<file path="src/rtl/irq_seq_pkg.sv">
package irq_seq_pkg;
  typedef enum logic [1:0] {
    ST_FETCH = 2'b00,
    ST_EXEC  = 2'b01,
    ST_INTR  = 2'b11
  } mstate_t;
endpackage

</file>
<file path="src/rtl/irq_seq_fsm.sv">
module irq_seq_fsm
  import irq_seq_pkg::*;
(
  input  logic    clk,
  input  logic    rst_n,
  input  logic    cyc_last,
  input  logic    instr_done,
  input  logic    take_ok,
  output mstate_t st,
  output logic    enter,
  output logic    in_s3
);
  mstate_t st_nx;

  // Entry happens only at the close of a completed instruction.
  assign enter = (st == ST_EXEC) && cyc_last && instr_done && take_ok;
  assign in_s3 = (st == ST_INTR);

  always_comb begin
    st_nx = st;
    if (cyc_last) begin
      unique case (st)
        ST_FETCH: st_nx = ST_EXEC;
        ST_EXEC: begin
          if (!instr_done)  st_nx = ST_EXEC;
          else if (take_ok) st_nx = ST_INTR;
          else              st_nx = ST_FETCH;
        end
        ST_INTR:  st_nx = ST_FETCH;
        default:  st_nx = ST_FETCH;
      endcase
    end
  end

  always_ff @(posedge clk) begin
    if (!rst_n) st <= ST_FETCH;
    else        st <= st_nx;
  end
endmodule

</file>
<file path="src/rtl/irq_seq_ptrs.sv">
module irq_seq_ptrs #(
  parameter int PTR_W = 4,
  parameter int INT_X = 2,
  parameter int INT_P = 1
) (
  input  logic               clk,
  input  logic               rst_n,
  input  logic               enter,
  input  logic               in_s3,
  input  logic               x_we,
  input  logic [PTR_W-1:0]   x_wd,
  input  logic               p_we,
  input  logic [PTR_W-1:0]   p_wd,
  output logic [PTR_W-1:0]   x_q,
  output logic [PTR_W-1:0]   p_q,
  output logic [2*PTR_W-1:0] t_q
);
  localparam logic [PTR_W-1:0] FX = PTR_W'(INT_X);
  localparam logic [PTR_W-1:0] FP = PTR_W'(INT_P);

  always_ff @(posedge clk) begin
    if (!rst_n) begin
      x_q <= '0;
      p_q <= '0;
      t_q <= '0;
    end else if (enter) begin
      // Save the pointers, then force the handler's values.
      t_q <= {x_q, p_q};
      x_q <= FX;
      p_q <= FP;
    end else if (!in_s3) begin
      if (x_we) x_q <= x_wd;
      if (p_we) p_q <= p_wd;
    end
  end
endmodule

</file>
<file path="src/rtl/irq_seq_ie.sv">
module irq_seq_ie (
  input  logic clk,
  input  logic rst_n,
  input  logic enter,
  input  logic in_s3,
  input  logic we,
  input  logic wd,
  output logic ie_q
);
  always_ff @(posedge clk) begin
    if (!rst_n)               ie_q <= 1'b0;
    else if (enter)           ie_q <= 1'b0;
    else if (we && !in_s3)    ie_q <= wd;
  end
endmodule

</file>
<file path="src/rtl/irq_entry_seq.sv">
module irq_entry_seq
  import irq_seq_pkg::*;
#(
  parameter int PTR_W   = 4,
  parameter int MC_CLKS = 8,
  parameter int INT_X   = 2,
  parameter int INT_P   = 1,
  localparam int PH_W   = $clog2(MC_CLKS)
) (
  input  logic               clk,
  input  logic               rst_n,
  input  logic [PH_W-1:0]    mc_phase,
  input  logic               instr_done,
  input  logic               int_req,
  input  logic               ie_we,
  input  logic               ie_wd,
  input  logic               x_we,
  input  logic [PTR_W-1:0]   x_wd,
  input  logic               p_we,
  input  logic [PTR_W-1:0]   p_wd,
  output logic [1:0]         state,
  output logic [PTR_W-1:0]   x_ptr,
  output logic [PTR_W-1:0]   p_ptr,
  output logic [2*PTR_W-1:0] t_reg,
  output logic               ie
);
  localparam logic [PH_W-1:0] LAST_PH = PH_W'(MC_CLKS - 1);

  mstate_t st;
  logic    cyc_last, enter, in_s3;

  assign cyc_last = (mc_phase == LAST_PH);
  assign state    = st;

  irq_seq_fsm u_fsm (
    .clk(clk), .rst_n(rst_n), .cyc_last(cyc_last), .instr_done(instr_done),
    .take_ok(int_req & ie), .st(st), .enter(enter), .in_s3(in_s3)
  );

  irq_seq_ptrs #(.PTR_W(PTR_W), .INT_X(INT_X), .INT_P(INT_P)) u_ptrs (
    .clk(clk), .rst_n(rst_n), .enter(enter), .in_s3(in_s3),
    .x_we(x_we), .x_wd(x_wd), .p_we(p_we), .p_wd(p_wd),
    .x_q(x_ptr), .p_q(p_ptr), .t_q(t_reg)
  );

  irq_seq_ie u_ie (
    .clk(clk), .rst_n(rst_n), .enter(enter), .in_s3(in_s3),
    .we(ie_we), .wd(ie_wd), .ie_q(ie)
  );
endmodule

</file>
<file path="config.mk">
export PLATFORM = sky130hd
export DESIGN_NAME = irq_entry_seq
export DESIGN_NICKNAME = d
export VERILOG_FILES = /design/src/rtl/irq_seq_pkg.sv /design/src/rtl/irq_seq_fsm.sv /design/src/rtl/irq_seq_ptrs.sv /design/src/rtl/irq_seq_ie.sv /design/src/rtl/irq_entry_seq.sv
export SDC_FILE = /design/constraint.sdc
export NUM_CORES = 1
export LEC_CHECK = 0
export CAP_MARGIN = 0
export CORE_MARGIN = 2
export CORE_UTILIZATION = 36
export CTS_CLUSTER_SIZE = 30
export DETAILED_ROUTE_END_ITERATION = 6
export GPL_TIMING_DRIVEN = 0
export MAX_ROUTING_LAYER = met4
export PLACE_DENSITY = 0.85
export SYNTH_ARGS = -nofsm -noshare
export SYNTH_HDL_FRONTEND = slang
export SYNTH_HIERARCHICAL = 1
export SYNTH_SLANG_ARGS = --single-unit
</file>
<file path="constraint.sdc">
create_clock -name clk -period 1.4 [get_ports clk]
set_input_delay 0.28 -clock clk [delete_from_list [all_inputs] [get_ports clk]]
set_output_delay 0.28 -clock clk [all_outputs]
set_load 0.005 [all_outputs]
</file>
Word-level counts from Yosys, hierarchy flattened
Index checks and enable logic that the tools add are counted.
{ "op_classes": {"n_addsub": 0, "mul": 0, "div_mod_pow": 0, "order_cmp": 0, "n_eq_ne": 4, "shift": 0, "mux": 9, "n_bitwise": 3, "n_reduce_logical": 13} }
{ "op_table": {"columns": ["cell", "count"], "rows": [
  ["2-to-1 mux 2 bit", 5],
  ["AND reduction 2 bit", 4],
  ["logical AND 1 bit", 4],
  ["one-hot mux 2 bit (2 select lines)", 1],
  ["nonzero test 2 bit", 2],
  ["equality test 3 bit, second input constant", 1],
  ["2-to-1 mux 1 bit", 3],
  ["equality test 2 x 1 -> 1 bit, second input constant", 1],
  ["equality test 2 bit, second input constant", 1],
  ["logical NOT 2 bit", 1],
  ["inequality test 2 bit, second input constant", 1],
  ["NOT 1 bit", 2],
  ["OR reduction 2 bit", 1],
  ["bitwise AND 1 bit", 1],
  ["logical NOT 1 bit", 1]
]} }
{ "word_totals": {"register_bits": 19, "latch_bits": 0, "ramBits": 0, "rom_bits": 0, "inputBits": 19, "output_inout_bits": 19, "n_memories": 0} }

Longest topological paths before layout
Gate-level depths: netlist of run 1.
{ "logic_depth": {"word_depth": 6, "mapped_depth": 8, "mapped_depth_nobuf": 6} }

Modules after synthesis
Netlist of run 1, hierarchy kept.
{ "by_module_without_submodules": {"columns": ["mod", "n_inst", "cells_per_inst", "area_per_inst_um2", "seq_area_each_um2"], "rows": [
  ["irq_seq_ptrs", 1, 58, 654.4, 320.3],
  ["irq_seq_fsm", 1, 12, 112.6, 40.0],
  ["irq_seq_ie", 1, 4, 56.3, 20.0],
  ["irq_entry_seq", 1, 2, 12.5, 0.0]
]} }

Least setup slack after synthesis of run 1
Ideal clock, no wire load.
{ "synth_path": {"path_kind": "input to register", "start": "input port mc_phase[2]", "end": "register u_ptrs.t_q[5]", "setup_time_ns": 0.116, "arrival_ns": 1.336, "required_time_ns": 1.284, "path_slack_ns": -0.052, "stages": 7, "n_path_buf": 2, "cell_sequence": "and3_1 > nand3_1 > nor3b_2 > buf_6 > buf_12 > mux2i_1 > nor2b_1"} }
{ "synth_between": {"elab_chain_cells": 4} }
{ "synth_rtl": {"columns": ["item", "line_no", "source"], "rows": [
  ["start, declared", "irq_entry_seq.sv:12", "input logic [PH_W-1:0] mc_phase,"],
  ["equality test 3 bit", "irq_entry_seq.sv:32", "assign cyc_last = (mc_phase == LAST_PH);"],
  ["logical AND 1 bit (3 in a row)", "irq_seq_fsm.sv:16", "assign enter = (st == ST_EXEC) && cyc_last && instr_done && take_ok;"],
  ["net enter", "irq_entry_seq.sv:30", "logic cyc_last, enter, in_s3;"],
  ["end signal, assigned", "irq_seq_ptrs.sv:28", "t_q <= {x_q, p_q};"],
  ["end, declared", "irq_seq_ptrs.sv:16", "output logic [2*PTR_W-1:0] t_q"]
]} }
The timed path passes the listed nets, and every way through them passes these cells.
A chain may end at the register's enable or synchronous reset.

Worst setup path in the final report of run 1
{ "layout_path": {"start": "register u_fsm.st[0]", "end": "register u_ptrs.t_q[2]"} }
{ "layout_between": {"elab_chain_cells": 4} }
{ "layout_rtl": {"columns": ["item", "line_no", "source"], "rows": [
  ["start, declared", "irq_seq_fsm.sv:9", "output mstate_t st,"],
  ["start signal, assigned", "irq_seq_fsm.sv:37", "else st <= st_nx;"],
  ["equality test 2 x 1 -> 1 bit", "irq_seq_fsm.sv:16", null],
  ["logical AND 1 bit (3 in a row)", "irq_seq_fsm.sv:16", null],
  ["net enter", "irq_entry_seq.sv:30", null]
]} }
The timed path passes the listed nets, and every way through them passes these cells.

==> run_results.csv, run 1 <==
group,metric,value,unit
die,rows,17,
setup_path,arrival,1.55,ns
global_route,grt_pass1_vias,769,
pwr,max-vdd-ir-drop,0.731,mV
clocking,h-tree-depth,1,
logic_synthesis,synth_area,836,um^2
job,drv_cap,0,
cells_and_area,synthToLayoutAreaGrowth,78.0,%
setup_path,path_class,"reg2reg",
place,gp_congestion,0.662,
detailed_routing,vias_per_cell,4.62,
timing,tightest_slew,0.384,ns
clocking,insertion_delay,0.30,ns
detailed_routing,first_iter_violations,18,
logic_synthesis,yosys.area.top_type,"dfxtp_1",
detailed_routing,drc,0,
timing,rsz0062_at_grt,"true",
outcome,status,"finished, final reports clean",
die,dieArea,0.00272,mm^2
timing,finalClockSkew,0.00686,ns
clocking,cts_buffers,3,
die,initial_core_util,37.8,%
detailed_routing,drtAntennaViolNets,0,
place,post-place-ws,-0.563,ns
logic_synthesis,synthTopCellsByArea,"dfxtp_1 46%, mux2i_1 18%, nor2b_1 6.0%, buf_6 4.0%, nor2_1 3.6%",
die,core-area,0.00221,mm^2
clocking,cts_tree,"yes",
pwr,p_leak,0.000692,uW
place,io_buffers,37,
detailed_routing,routed_wl,2.28,mm
die,die_w,52.2,um
setup_path,cp_max_fo,5,
timing,timing.fmax,741,MHz
timing,setup_viol,0,
clocking,holdBufCountCts,0,
min_path,hold_path_class,"in2reg",
timing,finalCritPeriodShare,96.4,%
timing,post-route-min-period,1.35,ns
place,dp_hpwl,1.38,mm
setup_path,cp-end-kind,"flip-flop",
logic_synthesis,synth_cell_types,20,
logic_synthesis,yosysSeqAreaShare,45.5,%
clocking,clk_pin_slew,0.10,ns
clocking,cts_root_buf,"clkbuf_4",
clocking,cts_max_path_buffers,2,
detailed_routing,routedWlPerCell,13.7,um
global_route,antenna_found_initial,0,
die,ioPinCount,38,
setup_path,start_kind,"flip-flop",
logic_synthesis,yosysWarnings,6,
timing,setup_slack,0.0509,ns
detailed_routing,num_vias,771,
clocking,cts_num_sinks,19,
logic_synthesis,synth.avg_cell_area,11.0,um^2
detailed_routing,firstDrtPassIters,4,
timing,fin_setup_tns,0,ns
logic_synthesis,synth_top_cell_area_share,45.5,%
cells_and_area,finalNetCount,159,
global_route,grt_pass1_wl,3.60,mm
pwr,p_total,1040,uW
cells_and_area,drive_gt1_share,38.8,%
logic_synthesis,syn_inst,76,
pwr,pwr_density_cell,696,mW/mm^2
timing,max_slew_margin,74.4,%
cells_and_area,antenna_cells,0,
setup_path,cp.required,1.60,ns
global_route,grt_overflow,0,
die,die_h,52.2,um
timing,slew_viol_final,0,
global_route,grt_start_max_net_pins,11,
global_route,grt.total_usage,18.8,%
timing,hold_viol_final,0,
logic_synthesis,syn-num-nets,95,
logic_synthesis,synth_seq_cells,19,
## metal layers
layer | up-vias | GRT usage, % | wire, um
li1 | 385 | - | -
met1 | 361 | 24.2 | 1040
met2 | 21 | 29.5 | 1150
met4 | 0 | 8.97 | 36
met3 | 4 | 2.00 | 55
met5 | - | - | 0
## path summary, 6_finish.rpt
path                                    from                    endpoint  slack (ns)  cells after the start
hold / removal                    instr_done    u_fsm/st[1]$_SDFFE_PN0P_        0.51                      3
hold reg to reg   u_ptrs/t_q[0]$_SDFFE_PN0P_  u_ptrs/t_q[0]$_SDFFE_PN0P_        0.53                      2
setup / recovery    u_fsm/st[0]$_SDFFE_PN0P_  u_ptrs/t_q[2]$_SDFFE_PN0P_        0.05                      7
setup reg to reg    u_fsm/st[0]$_SDFFE_PN0P_  u_ptrs/t_q[2]$_SDFFE_PN0P_        0.05                      7
## cells by family after synthesis
group,synth area share (%)
compound gates,4.34
mux,18.0
flops,45.5
buf+inv,6.89
simple gates,25.3
## cell usage in the layout (no fill, tap or decap)
master / n
buf_12: 1
buf_16: 1
nand3_4: 1
nor3b_4: 1
buf_4: 20
and2b_1: 2
o2111a_1: 1
and2_4: 2
nor2b_1: 8
nand2b_4: 1
o21ai_0: 1
clkbuf_4: 3
mux2i_1: 14
dlygate4sd2_1: 23
nor2_1: 8
nor2b_4: 1
and3_4: 1
dfxtp_4: 2
mux2i_2: 1
nand4b_1: 2
dfxtp_2: 14
buf_6: 4
nor3b_2: 1
clkbuf_1: 2
dlymetal6s2s_1: 1
o311a_1: 2
nand3b_1: 1
nand2_1: 4
clkdlybuf4s50_1: 13
dfxtp_1: 3
## synth_stat cells (all sizes together)
master / n
dfxtp: 19
nand2b: 1
nand3: 1
nor2: 8
and2: 2
o2111a: 1
o311a: 2
and3: 1
nand2: 4
o21ai: 1
nor2b: 9
clkbuf: 1
nand3b: 1
and2b: 2
buf: 4
mux2i: 15
nor3b: 2
nand4b: 2
## layout make-up
cell class,instances,area [um^2]
timing repair buffer,59,533
tap,28,35.0
sequential,19,405
fill,172,724
buffer,5,57.6
clock buffer,4,26.3
multi-input combinational,52,430
## stage by stage
| step | cells | hold slack, ns | instance area [um^2] | util (%) |
|---|---|---|---|---|
| floorplan | 76 | 0.424 | 841 | - |
| global placement | 141 | 0.499 | 1250 | 56.3 |
| detailed placement | 141 | 0.508 | 1250 | 56.3 |
| CTS | 165 | 0.416 | 1450 | 65.7 |
| global route | 167 | 0.530 | 1490 | 67.3 |
| finish | 167 | 0.506 | 1490 | 67.3 |
## state kept, by name, indices dropped and copies added, names as in the netlist
name / cells
u_ptrs/x_q: 4
u_ptrs/t_q: 8
u_ie/ie_q: 1
u_ptrs/p_q: 4
u_fsm/st: 2
## worst max-delay path, stage by stage (launching register included)
cell     delay [ns]
dfxtp_4        0.37
buf_6          0.10
nand3_4        0.06
nor3b_4        0.19
buf_6          0.17
buf_12         0.12
mux2i_1        0.17
nor2b_1        0.07
## repair_timing
action,in CTS,in global routing
pin swaps,3,2
cloned,1,0
setup endpoints to repair,35,17
gates resized for setup,45,5
setup buffers,19,2
## power by group
part	internal, uW	switching [uW]
clock network	111	175
registers	558	10.1
logic	120	61.5
(Power assumes the default switching activity.)
==> run 2: changes to the inputs <==
- GPL_TIMING_DRIVEN: 0 -> unset
==> run_results.csv, run 2 (same netlist as run 1, synthesis figures left out) <==
group,metric,value,unit
global_route,grt_overflow,0,
setup_path,reg2reg_depth,6,
global_route,grt.total_usage,17.0,%
cells_and_area,seq_area,407,um^2
die,ioPinCount,38,
cells_and_area,final_common_cell,"dlygate4sd2_1",
cells_and_area,antenna_cells,0,
setup_path,start_kind,"flip-flop",
place,dp_hpwl,1.56,mm
setup_path,path_class,"reg2reg",
cells_and_area,largest_register,"u_ptrs/t_q",
place,dp.cells,143,
detailed_routing,drtAntennaViolNets,0,
detailed_routing,first_iter_violations,11,
timing,post-route-min-period,1.32,ns
detailed_routing,drc,0,
clocking,cts_buffers,3,
detailed_routing,routed_wl,2.14,mm
cells_and_area,instances_no_fill,154,
pwr,pwr_density_cell,744,mW/mm^2
clocking,h-tree-depth,1,
clocking,cts_num_sinks,19,
pwr,max-vdd-ir-drop,0.615,mV
die,initial_core_util,37.8,%
global_route,grt_pass1_vias,765,
global_route,grt_start_max_net_pins,12,
job,drv_cap,0,
min_path,hold_path_class,"in2reg",
place,gp_congestion,0.677,
timing,timing.fmax,755,MHz
cells_and_area,drive_gt1_share,37.3,%
outcome,status,"finished, final reports clean",
timing,slew_viol_final,0,
clocking,insertion_delay,0.29,ns
place,io_buffers,37,
min_path,hold_depth,3,
setup_path,cp.required,1.59,ns
die,rows,17,
cells_and_area,nFillCells,190,
setup_path,r2r_slack,0.08,ns
detailed_routing,firstDrtPassIters,4,
cells_and_area,mostFrequentLayoutCells,"22 x dlygate4sd2_1, 18 x dfxtp_2, 15 x mux2i_1",
pwr,p_leak,0.000629,uW
cells_and_area,largest_reg_flops,8,
setup_path,arrival,1.52,ns
cells_and_area,finish.instance_area,0.00135,mm^2
clocking,holdBufCountCts,0,
die,core-area,0.00221,mm^2
timing,tightest_slew,0.216,ns
detailed_routing,num_vias,723,
timing,setup_viol,0,
cells_and_area,multi_input_area,422,um^2
detailed_routing,vias_per_cell,4.69,
clocking,cts_max_path_buffers,2,
timing,finalCritPeriodShare,94.6,%
clocking,cts_root_buf,"clkbuf_4",
setup_path,cp-end-kind,"flip-flop",
cells_and_area,synthToLayoutAreaGrowth,61.7,%
clocking,cts_tree,"yes",
setup_path,cp_max_fo,8,
die,dieArea,0.00272,mm^2
die,die_w,52.2,um
global_route,grt_pass1_wl,3.29,mm
clocking,clk_pin_slew,0.11,ns
cells_and_area,top_regs,"u_ptrs/t_q: 8 flops, u_ptrs/p_q: 4 flops, u_ptrs/x_q: 4 flops",
place,dpl-instance-area,0.00124,mm^2
die,die_h,52.2,um
detailed_routing,routedWlPerCell,13.9,um
timing,finalClockSkew,0.00199,ns
timing,max_slew_margin,85.4,%
cells_and_area,finalNetCount,146,
global_route,antenna_found_initial,0,
timing,hold_viol_final,0,
## run 2: final timing paths
path                                              endpoint                  startpoint
worst max-delay path            u_ptrs/t_q[6]$_SDFFE_PN0P_    u_fsm/st[0]$_SDFFE_PN0P_
worst min-delay path              u_fsm/st[1]$_SDFFE_PN0P_                  instr_done
worst max register to register  u_ptrs/t_q[6]$_SDFFE_PN0P_    u_fsm/st[0]$_SDFFE_PN0P_
worst min register to register  u_ptrs/p_q[3]$_SDFFE_PP0P_  u_ptrs/p_q[3]$_SDFFE_PP0P_
## run 2: per-stage QoR
step | TNS [ns] | power (uW) | setup slack [ns] | hold slack [ns] | util, %
3_3_place_gp | -5.46 | 734 | -0.349 | 0.508 | 56.1
5_1_grt | -0.00376 | 1050 | -0.00349 | 0.391 | 61.1
6_report | 0 | 1010 | 0.0759 | 0.379 | 61.1
3_5_place_dp | -6.18 | 739 | -0.414 | 0.517 | 56.1
2_1_floorplan | 0 | 639 | 0.0110 | 0.424 | -
4_1_cts | 0 | 1010 | 0.0180 | 0.524 | 60.0
## run 2: what timing repair did
action / 4_1_cts / 5_1_grt
setup buffers: 7 / 0
resized for setup: 45 / 7
gates cloned: 0 / 0
pin swaps: 3 / 2
endpoints found under the setup margin: 35 / 15
## run 2: layer usage
metal	part of all wire, %	vias up	GRT usage [%]
met5	0	-	-
met1	43	346	20.4
li1	-	357	-
met4	0.37	0	7.26
met3	3.0	2	1.71
met2	53	18	29.1
## run 2: worst max-delay path, cell delays in order, from the launching register on
cell and delay (ns):
dfxtp_4 0.36, buf_4 0.12, nand3_2 0.09, nor3b_4 0.22, buf_6 0.17, mux2i_1 0.21
nor2b_1 0.06
## run 2: power by group
| part | switching [uW] | total (uW) | internal, uW | leakage (uW) |
|---|---|---|---|---|
| Sequential | 10.7 | 570 | 560 | 0.000163 |
| Clock | 168 | 274 | 106 | 0.0000177 |
| Combinational | 56.4 | 161 | 105 | 0.000448 |
## run 2: layout make-up
class	instances	area share (%)
Multi-Input combinational cell	52	31.2
Sequential cell	19	30.1
Clock buffer	3	1.67
Clock inverter	1	0.370
Timing Repair Buffer	51	34.1
Tap cell	28	2.59
==> run 3: changes to the inputs <==
- CTS_BUF_LIST: unset -> sky130_fd_sc_hd__clkbuf_16
==> run_results.csv, run 3 (same netlist as run 1, synthesis figures left out) <==
group,metric,value,unit
outcome,status,"finished, final reports clean",
setup_path,arrival,1.11,ns
pwr,p_leak,0.000699,uW
detailed_routing,drc,0,
detailed_routing,highest_layer,"met4",
global_route,grt_overflow,0,
clocking,clk_pin_slew,0.05,ns
timing,slew_viol_final,0,
clocking,cts_max_path_buffers,2,
pwr,clkPwrFrac,45.4,%
clocking,cts_tree,"yes",
detailed_routing,num_vias,710,
timing,finalClockSkew,0.00230,ns
timing,setup_viol,0,
timing,tightest_slew,0.260,ns
die,rows,17,
job,drv_cap,0,
detailed_routing,drtAntennaViolNets,0,
setup_path,max_stage_delay,0.51,ns
pwr,p_sw,277,uW
clocking,cts_buffers,3,
setup_path,cp-end-kind,"output port",
timing,timing.fmax,721,MHz
cells_and_area,largest_register,"u_ptrs/t_q",
cells_and_area,instances_no_fill,147,
pwr,p_comb_share,11.0,%
setup_path,start_kind,"flip-flop",
place,gp_congestion,0.677,
die,die_h,52.2,um
die,core-area,0.00221,mm^2
setup_path,crit_chain,"clkdlybuf4s50_1",
global_route,antenna_found_initial,0,
cells_and_area,antenna_cells,0,
detailed_routing,vias_per_cell,4.83,
global_route,grt_pass1_wl,3.42,mm
die,die_w,52.2,um
place,io_buffers,37,
timing,max_slew_margin,82.5,%
pwr,max-vdd-ir-drop,0.998,mV
setup_path,crit_family,"buffers and inverters",
setup_path,cp_max_fo,3,
die,ioPinCount,38,
setup_path,path_class,"reg2out",
cells_and_area,finalNetCount,139,
die,dieArea,0.00272,mm^2
detailed_routing,routedWlPerCell,15.0,um
min_path,hold_path_class,"reg2reg",
place,dp.cells,143,
pwr,switching_share,21.1,%
clocking,insertion_delay,0.26,ns
cells_and_area,drive_gt1_share,22.7,%
clocking,cts_root_buf,"clkbuf_16",
global_route,grt_pass1_vias,771,
clocking,post_cts_buffers,0,
cells_and_area,finish.instance_area,0.00137,mm^2
detailed_routing,routed-wl-met2,1.12,mm
clocking,holdBufCountCts,0,
pwr,pwr-share-seq,43.7,%
detailed_routing,wl_met1,901,um
cells_and_area,nFillCells,181,
place,dpl-instance-area,0.00124,mm^2
detailed_routing,met3_length,114,um
timing,hold_viol_final,0,
cells_and_area,mostFrequentLayoutCells,"18 x clkdlybuf4s50_1, 14 x mux2i_1, 11 x dfxtp_1",
timing,holdWs,0.527,ns
global_route,grt.total_usage,18.4,%
cells_and_area,top_regs,"u_ptrs/t_q: 8 flops, u_ptrs/p_q: 4 flops, u_ptrs/x_q: 4 flops",
clocking,h-tree-depth,1,
pwr,pwr_density_cell,959,mW/mm^2
detailed_routing,first_iter_violations,21,
place,dp_hpwl,1.56,mm
timing,post-route-min-period,1.39,ns
setup_path,worst_path_max_delay_cell,"clkdlybuf4s50_1",
setup_path,crit_buf_inv,1,
pwr,internal_power,1040,uW
clocking,cts_num_sinks,19,
cells_and_area,synthToLayoutAreaGrowth,64.2,%
global_route,grt_start_max_net_pins,12,
setup_path,cp.required,1.12,ns
timing,finalCritPeriodShare,99.1,%
cells_and_area,largest_reg_flops,8,
detailed_routing,firstDrtPassIters,4,
detailed_routing,routed_wl,2.20,mm
die,initial_core_util,37.8,%
cells_and_area,final_common_cell,"clkdlybuf4s50_1",
[run 3: path summary, 6_finish.rpt]
| check | cells after the start | from | slack [ns] | to |
|---|---|---|---|---|
| worst max register to register | 3 | u_fsm/st[0]$_SDFFE_PN0P_ | 0.09 | u_ptrs/x_q[1]$_SDFFE_PN0P_ |
| worst max-delay path | 1 | u_ptrs/x_q[0]$_SDFFE_PP0P_ | 0.01 | x_ptr[0] |
| worst min register to register | 2 | u_ptrs/x_q[0]$_SDFFE_PP0P_ | 0.53 | u_ptrs/x_q[0]$_SDFFE_PP0P_ |
| worst min-delay path | 2 | u_ptrs/x_q[0]$_SDFFE_PP0P_ | 0.53 | u_ptrs/x_q[0]$_SDFFE_PP0P_ |
[run 3: area by class of cell]
| type | instances | area, um^2 | share of cell area, % |
|---|---|---|---|
| clock inverters | 1 | 5.00 | 0.365 |
| multi-input cells | 52 | 420 | 30.6 |
| repair buffers | 44 | 444 | 32.4 |
| flip-flops and latches | 19 | 393 | 28.6 |
| clock buffers | 3 | 75.1 | 5.47 |
| well taps | 28 | 35.0 | 2.55 |
[run 3: timing repair]
item	4_1_cts	5_1_grt
gates resized for setup	22	12
pin swaps	3	1
setup endpoints to repair	27	12
[run 3: layer usage]
metal	vias to the layer above	track usage, %
li1	346	-
met1	330	20.0
met2	27	30.4
met3	7	3.71
met4	0	12.0
met5	-	-
[run 3: worst register-to-register path: cells and delay by family (launching register included)]
family	cells	cell delay (ns)
and+or+nand+nor	2	0.50
DFF	1	0.37
AOI/OAI and AO/OA	1	0.32
[run 3: power groups by stage]
stage               registers, uW  clock network [uW]  logic (uW)
finish                        575                 597         144
global route                  577                 625         156
CTS                           575                 600         147
detailed placement            585                   0         154
global placement              584                   0         149
floorplan                     584                   0        55.0
[run 3: metrics by stage]
stage | util (%) | total power (uW) | setup slack (ns) | setup TNS, ns
3_5_place_dp | 56.1 | 739 | -0.414 | -6.18
2_1_floorplan | - | 639 | 0.0110 | 0
6_report | 62.0 | 1320 | 0.0128 | 0
4_1_cts | 60.6 | 1320 | 0.0000937 | 0
5_1_grt | 62.0 | 1360 | -0.0135 | -0.0135
3_3_place_gp | 56.1 | 734 | -0.349 | -5.46
